--- src/rtl/dscp_cls_pkg.sv ---
package dscp_cls_pkg;

  localparam int PRI_W = 3;
  localparam int CH_W  = 3;
  localparam int CNT_W = 4;
  localparam int MAX_CH = 8;

  // Power-up DSCP to user priority assignment.
  function automatic logic [2:0] boot_pri(input logic [5:0] code);
    logic [2:0] p;
    case (code)
      6'd48, 6'd56:                                      p = 3'd7;
      6'd44, 6'd46:                                      p = 3'd6;
      6'd40:                                             p = 3'd5;
      6'd24, 6'd26, 6'd28, 6'd30,
      6'd32, 6'd34, 6'd36, 6'd38:                        p = 3'd4;
      6'd18, 6'd20, 6'd22:                               p = 3'd3;
      6'd1, 6'd8:                                        p = 3'd1;
      default:                                           p = 3'd0;
    endcase
    return p;
  endfunction

  // Channel count with out-of-range values pulled into 1..MAX_CH.
  function automatic logic [3:0] clamp_cnt(input logic [3:0] n);
    if (n == 4'd0)                 return 4'd1;
    else if (n > 4'(MAX_CH))       return 4'(MAX_CH);
    else                           return n;
  endfunction

  // Priority to channel fold. Row packs channel for priority p at [3p+2:3p].
  function automatic logic [2:0] fold_chan(input logic [2:0] p, input logic [3:0] n_eff);
    logic [23:0] row;
    case (n_eff)
      4'd2:    row = {3'd1, 3'd1, 3'd1, 3'd1, 3'd0, 3'd0, 3'd0, 3'd0};
      4'd3:    row = {3'd2, 3'd2, 3'd1, 3'd1, 3'd0, 3'd0, 3'd0, 3'd0};
      4'd4:    row = {3'd3, 3'd3, 3'd2, 3'd2, 3'd1, 3'd1, 3'd0, 3'd0};
      4'd5:    row = {3'd4, 3'd3, 3'd2, 3'd2, 3'd1, 3'd1, 3'd0, 3'd0};
      4'd6:    row = {3'd5, 3'd4, 3'd3, 3'd3, 3'd2, 3'd2, 3'd0, 3'd1};
      4'd7:    row = {3'd6, 3'd5, 3'd4, 3'd4, 3'd3, 3'd2, 3'd0, 3'd1};
      4'd8:    row = {3'd7, 3'd6, 3'd5, 3'd4, 3'd3, 3'd2, 3'd0, 3'd1};
      default: row = '0;
    endcase
    return row[3*p +: 3];
  endfunction

endpackage

--- src/rtl/dscp_map_regs.sv ---
module dscp_map_regs
  import dscp_cls_pkg::*;
#(
  parameter int DSCP_W   = 6,
  parameter int SLOT_W   = 4,
  parameter int DATA_W   = 32,
  parameter int ADDR_W   = 12,
  parameter int MAP_BASE = 'h120,
  parameter int CTL_ADDR = 'h004,
  parameter int V4_BIT   = 1,
  parameter int V6_BIT   = 2
) (
  input  logic              clk,
  input  logic              rst_n,
  input  logic              reg_wr,
  input  logic              reg_rd,
  input  logic [ADDR_W-1:0] reg_addr,
  input  logic [DATA_W-1:0] reg_wdata,
  output logic [DATA_W-1:0] reg_rdata,
  input  logic [DSCP_W-1:0] lk_dscp,
  output logic [PRI_W-1:0]  lk_pri,
  output logic              en_v4,
  output logic              en_v6
);

  localparam int ENTRIES  = 1 << DSCP_W;
  localparam int PER_WORD = DATA_W / SLOT_W;
  localparam int WORDS    = ENTRIES / PER_WORD;
  localparam int WIDX_W   = $clog2(WORDS);
  localparam int BYTES_W  = $clog2(DATA_W / 8);
  localparam logic [ADDR_W-1:0] BASE_A = ADDR_W'(MAP_BASE);
  localparam logic [ADDR_W-1:0] END_A  = ADDR_W'(MAP_BASE + WORDS * (DATA_W / 8));
  localparam logic [ADDR_W-1:0] CTL_A  = ADDR_W'(CTL_ADDR);

  function automatic logic [DATA_W-1:0] pad_mask();
    logic [DATA_W-1:0] m;
    m = '0;
    for (int k = 0; k < PER_WORD; k++)
      m[k*SLOT_W + PRI_W +: SLOT_W - PRI_W] = '1;
    return m;
  endfunction
  localparam logic [DATA_W-1:0] PAD_MASK = pad_mask();

  logic [PRI_W-1:0]  slot_q [ENTRIES];
  logic [DATA_W-1:0] word_img [WORDS];
  logic [ADDR_W-1:0] offs;
  logic [WIDX_W-1:0] word_idx;
  logic              map_hit, ctl_hit;
  logic              map_wr, ctl_wr;
  logic              rd_map_q;
  logic [DATA_W-1:0] rdata_q;
  logic              en4_q, en6_q;

  assign offs     = reg_addr - BASE_A;
  assign word_idx = offs[WIDX_W+BYTES_W-1:BYTES_W];
  assign map_hit  = (reg_addr >= BASE_A) && (reg_addr < END_A) &&
                    (reg_addr[BYTES_W-1:0] == '0);
  assign ctl_hit  = (reg_addr == CTL_A);
  assign map_wr   = reg_wr && map_hit;
  assign ctl_wr   = reg_wr && ctl_hit;

  always_ff @(posedge clk) begin
    if (!rst_n) begin
      for (int i = 0; i < ENTRIES; i++)
        slot_q[i] <= boot_pri(6'(i));
    end else if (map_wr) begin
      for (int k = 0; k < PER_WORD; k++)
        slot_q[int'(word_idx) * PER_WORD + k] <= reg_wdata[k*SLOT_W +: PRI_W];
    end
  end

  always_ff @(posedge clk) begin
    if (!rst_n) begin
      en4_q <= 1'b0;
      en6_q <= 1'b0;
    end else if (ctl_wr) begin
      en4_q <= reg_wdata[V4_BIT];
      en6_q <= reg_wdata[V6_BIT];
    end
  end

  always_comb begin
    for (int w = 0; w < WORDS; w++) begin
      word_img[w] = '0;
      for (int k = 0; k < PER_WORD; k++)
        word_img[w][k*SLOT_W +: PRI_W] = slot_q[w*PER_WORD + k];
    end
  end

  always_ff @(posedge clk) begin
    if (!rst_n) begin
      rdata_q  <= '0;
      rd_map_q <= 1'b0;
    end else if (reg_rd) begin
      rd_map_q <= map_hit;
      if (map_hit)
        rdata_q <= word_img[word_idx];
      else if (ctl_hit) begin
        rdata_q         <= '0;
        rdata_q[V4_BIT] <= en4_q;
        rdata_q[V6_BIT] <= en6_q;
      end else
        rdata_q <= '0;
    end
  end

  assign reg_rdata = rdata_q;
  assign lk_pri    = slot_q[lk_dscp];
  assign en_v4     = en4_q;
  assign en_v6     = en6_q;


  map_pad_zero_chk: assert property (@(posedge clk) disable iff (!rst_n)
    rd_map_q |-> ((reg_rdata & PAD_MASK) == '0));


  stray_read_zero_chk: assert property (@(posedge clk) disable iff (!rst_n)
    (reg_rd && !map_hit && !ctl_hit) |=> (reg_rdata == '0));

endmodule

--- src/rtl/dscp_chan_fold.sv ---
module dscp_chan_fold
  import dscp_cls_pkg::*;
(
  input  logic [PRI_W-1:0] pri,
  input  logic [CNT_W-1:0] num_ch,
  output logic [CNT_W-1:0] cnt_eff,
  output logic [CH_W-1:0]  chan
);

  assign cnt_eff = clamp_cnt(num_ch);
  assign chan    = fold_chan(pri, cnt_eff);

endmodule

--- src/rtl/dscp_cls_top.sv ---
module dscp_cls_top
  import dscp_cls_pkg::*;
#(
  parameter int DSCP_W = 6,
  parameter int ADDR_W = 12,
  parameter int DATA_W = 32
) (
  input  logic              clk,
  input  logic              rst_n,
  input  logic              reg_wr,
  input  logic              reg_rd,
  input  logic [ADDR_W-1:0] reg_addr,
  input  logic [DATA_W-1:0] reg_wdata,
  output logic [DATA_W-1:0] reg_rdata,
  input  logic              pkt_valid,
  input  logic              pkt_v4,
  input  logic              pkt_v6,
  input  logic [DSCP_W-1:0] pkt_dscp,
  input  logic [PRI_W-1:0]  pkt_dflt_pri,
  input  logic [CNT_W-1:0]  num_ch,
  output logic              out_valid,
  output logic [PRI_W-1:0]  out_pri,
  output logic [CH_W-1:0]   out_chan
);

  logic [PRI_W-1:0] lk_pri;
  logic             en_v4, en_v6;
  logic             use_dscp;
  logic [PRI_W-1:0] sel_pri;
  logic [CNT_W-1:0] cnt_eff;
  logic [CH_W-1:0]  sel_chan;
  logic             valid_q;
  logic [PRI_W-1:0] pri_q;
  logic [CH_W-1:0]  chan_q;

  dscp_map_regs #(
    .DSCP_W (DSCP_W),
    .DATA_W (DATA_W),
    .ADDR_W (ADDR_W)
  ) map_i (
    .clk       (clk),
    .rst_n     (rst_n),
    .reg_wr    (reg_wr),
    .reg_rd    (reg_rd),
    .reg_addr  (reg_addr),
    .reg_wdata (reg_wdata),
    .reg_rdata (reg_rdata),
    .lk_dscp   (pkt_dscp),
    .lk_pri    (lk_pri),
    .en_v4     (en_v4),
    .en_v6     (en_v6)
  );

  assign use_dscp = (pkt_v4 && en_v4) || (pkt_v6 && en_v6);
  assign sel_pri  = use_dscp ? lk_pri : pkt_dflt_pri;

  dscp_chan_fold fold_i (
    .pri     (sel_pri),
    .num_ch  (num_ch),
    .cnt_eff (cnt_eff),
    .chan    (sel_chan)
  );

  always_ff @(posedge clk) begin
    if (!rst_n) begin
      valid_q <= 1'b0;
      pri_q   <= '0;
      chan_q  <= '0;
    end else begin
      valid_q <= pkt_valid;
      if (pkt_valid) begin
        pri_q  <= sel_pri;
        chan_q <= sel_chan;
      end
    end
  end

  assign out_valid = valid_q;
  assign out_pri   = pri_q;
  assign out_chan  = chan_q;


  valid_follow_chk: assert property (@(posedge clk) disable iff (!rst_n)
    pkt_valid |=> out_valid);


  valid_drop_chk: assert property (@(posedge clk) disable iff (!rst_n)
    !pkt_valid |=> !out_valid);


  non_ip_fallback_chk: assert property (@(posedge clk) disable iff (!rst_n)
    (pkt_valid && !pkt_v4 && !pkt_v6) |=> (out_pri == $past(pkt_dflt_pri)));


  chan_range_chk: assert property (@(posedge clk) disable iff (!rst_n)
    pkt_valid |=> ({1'b0, out_chan} < $past(cnt_eff)));


  single_chan_chk: assert property (@(posedge clk) disable iff (!rst_n)
    (pkt_valid && cnt_eff == 4'd1) |=> (out_chan == '0));

endmodule

--- config.mk ---
export PLATFORM = sky130hd
export DESIGN_NAME = dscp_cls_top
export DESIGN_NICKNAME = d
export VERILOG_FILES = /design/src/rtl/dscp_cls_pkg.sv /design/src/rtl/dscp_map_regs.sv /design/src/rtl/dscp_chan_fold.sv /design/src/rtl/dscp_cls_top.sv
export SDC_FILE = /design/constraint.sdc
export NUM_CORES = 1
export LEC_CHECK = 0
export BUFFER_PORTS_ARGS = -buffer_cell sky130_fd_sc_hd__buf_2
export CAP_MARGIN = 20
export CORE_MARGIN = 4
export CORE_UTILIZATION = 65
export DETAILED_ROUTE_END_ITERATION = 16
export GPL_TIMING_DRIVEN = 0
export PLACE_DENSITY = 0.86
export SLEW_MARGIN = 15
export SYNTH_ARGS = -nofsm -noshare
export SYNTH_HDL_FRONTEND = slang
export SYNTH_HIERARCHICAL = 1
export SYNTH_SLANG_ARGS = --single-unit
export TNS_END_PERCENT = 50
--- constraint.sdc ---
create_clock -name clk -period 4.9 [get_ports clk]
set_input_delay 0.98 -clock clk [delete_from_list [all_inputs] [get_ports clk]]
set_output_delay 0.98 -clock clk [all_outputs]
set_load 0.01 [all_outputs]
==> results.md <==
* Starting Density at 66.0%
* Die Y at 143 um
* I/O Buffers at 80
* Clock Tree Buf Depth at 3
* Top Ports at 103
* First-pass GRT wire length at 50.5 mm
* # fillers at 1116
* Peak supply drop at about 0.31 mV
* Reg2reg end: out_chan[0]
* Ant. Diodes at 0
* CP Max Fanout at 10
* Drt first pass iters at 6
* Clock Pin Slew Worst Setup and Hold Paths at 0.06 ns
* Synth warn at 6
* RR Startpoint: map_i/slot_q[55][1]
* Worst Path Class, Setup: input port to flip-flop
* Clk sinks at 225
* Gate count after technology mapping at around 810
* Placed cell area at between 10000 and 15000 sq um
* Fin nets at 984
* Final critical-path required period at roughly 3.8 ns
* CP required at between 5 and 6 ns
* Post-Synthesis Cell Area at about 12000 sq um
* Largest net degree at the start of global routing at 25
* Max-Cap Viols at 0
* Die area at between 20000 and 25000 sq um
* Setup Buffers After CTS at 0
* DR vias at 8092
* Grt ovf at 0
* Drt total wl at between 30 and 40 mm
* Post-CTS sizing at 0
* Worst-skew pair later-pin latency at 0.53 ns
* Crit. Startpoint: pkt_dscp[1]
* Initial antenna violation count at 0
* Slew headroom at 37.7%
* DP HPWL at approximately 24 mm
* Cts hold-fix bufs at 0
* Setup TNS Final at 0 ns
* FMAX at around 260 MHz
* CTS tree: built
* Fin. max-slew vios at 0
* Cts bufs inserted at 24
* Share of cells above drive strength 1 at 31.1%
* Hold Fails Final Rpt at 0
* Drt via density at between 6 and 7
* Worst r2r path cells at 12
* Worst Tran Pin Value at a little over 0.9 ns
* WL per Instance at 29.8 um
* DIE WIDTH at roughly 140 um
* Pwr dens at about 350 nW/um^2
* Type of destination of the critical path: flip-flop
* H-tree Lvls at 1
* P&R area growth vs syn at 13.6%
* Routed Antenna Nets at 0
* Final Util at 74.9%
* RSZ-0062 raised after global routing: no
* Clock skew at about 0.012 ns
* Vias in the first global route at between 7k and 8k
* First DRT Iteration DRCs at roughly 1.1k
* Final Cycle Share at around 78%
* Critical Path Sink: out_chan[0]
* Crit path DAT at 4.21 ns
* Root cell of the clock tree: clkbuf_16
* Row Count at 49
* Status: finished clean
* Leakage at about 5.0 nW
* Flop-to-flop setup slack at 1.89 ns
* GRT Resource Usage Total at 34.5%
* # setup viols final at 0
* Setup crit start kind: input port
* Mean Syn Cell Area at between 10 and 15 sq um
* Final instance area at between 10000 and 15000 sq um
* Total Power at approximately 4.6 mW
* # DRC at 0
* Final RePlAce weighted congestion at 0.996
* Core area at about 18000 sq um
* Hold crit path type: flip-flop to flip-flop
-- layout by cell type, fill, tap and decap left out, types with 6 or more instances in the layout --
master     count
nand2b_1      29
o221ai_1       6
nor2b_1        6
mux4_2        89
dfxtp_1       33
mux2_2         8
buf_2         98
clkbuf_1      27
clkbuf_2       8
clkbuf_16     24
nand2b_2       8
nor2_1        34
nand2_1       15
mux2i_1       32
o21ai_0       12
and2_1       166
edfxtp_1     192
buf_4         14
a2bb2oi_1     22
conb_1         8
-- per-layer routing --
metal | routed length [um] | track usage (%) | vias up
met5 | 0 | 0 | -
met4 | 1830 | 15.1 | 0
met3 | 4870 | 9.21 | 109
met2 | 16100 | 54.0 | 669
met1 | 12000 | 46.1 | 3975
li1 | - | - | 3339
-- registers in the layout (all words and copies together), names as in the netlist --
register	flops
map_i/reg_rdata	24
map_i/en_v6	1
out_pri	3
out_valid	1
map_i/slot_q	192
map_i/en_v4	1
out_chan	3
-- worst min path at each step --
stage	slack [ns]	start	end	depth (start not counted)
after floorplan	0.50	map_i/en_v6	map_i/en_v6	2
after global placement	0.46	map_i/reg_rdata[6]	map_i/reg_rdata[6]	2
after detailed placement	0.47	map_i/reg_rdata[25]	map_i/reg_rdata[25]	2
after CTS	0.49	map_i/reg_rdata[25]	map_i/reg_rdata[25]	2
after global routing	0.52	map_i/reg_rdata[6]	map_i/reg_rdata[6]	2
final	0.49	map_i/reg_rdata[13]	map_i/reg_rdata[13]	2
-- where the power goes --
| part | leakage, nW | internal, mW | switching (mW) |
|---|---|---|---|
| clock network | 0.414 | 1.16 | 0.761 |
| registers | 2.11 | 2.16 | 0.0619 |
| logic | 2.45 | 0.219 | 0.263 |
-- area by class of cell --
type / instances / area (sq um) / share of cell area [%]
repair buffers: 81 / 428 / 3.19
clock buffers: 31 / 657 / 4.90
well taps: 229 / 287 / 2.14
inverters: 7 / 26.3 / 0.196
flip-flops and latches: 225 / 6430 / 47.9
clock inverters: 13 / 184 / 1.37
plain buffers: 66 / 359 / 2.68
multi-input cells: 515 / 5050 / 37.6
-- worst max-delay path, cell delays in order --
cell and delay (ns):
buf_2 0.11, buf_2 0.33, buf_2 0.42, mux4_2 0.37, mux2i_1 0.30, o211ai_1 0.12
a32o_1 0.30, mux2_4 0.29, buf_2 0.18, a21oi_1 0.15, nor2_1 0.05, nor4_1 0.21
o32ai_1 0.16, mux2i_1 0.16, nor2b_1 0.06
-- through the flow --
step | hold slack, ns | cells | worst slack, ns
global placement | 0.460 | 1122 | 0.423
CTS | 0.489 | 1167 | 1.19
floorplan | 0.499 | 813 | 1.46
finish | 0.488 | 1167 | 1.10
detailed placement | 0.474 | 1123 | 0.659
global route | 0.517 | 1167 | 0.960
Note: power is estimated with default switching activity, not from simulation.
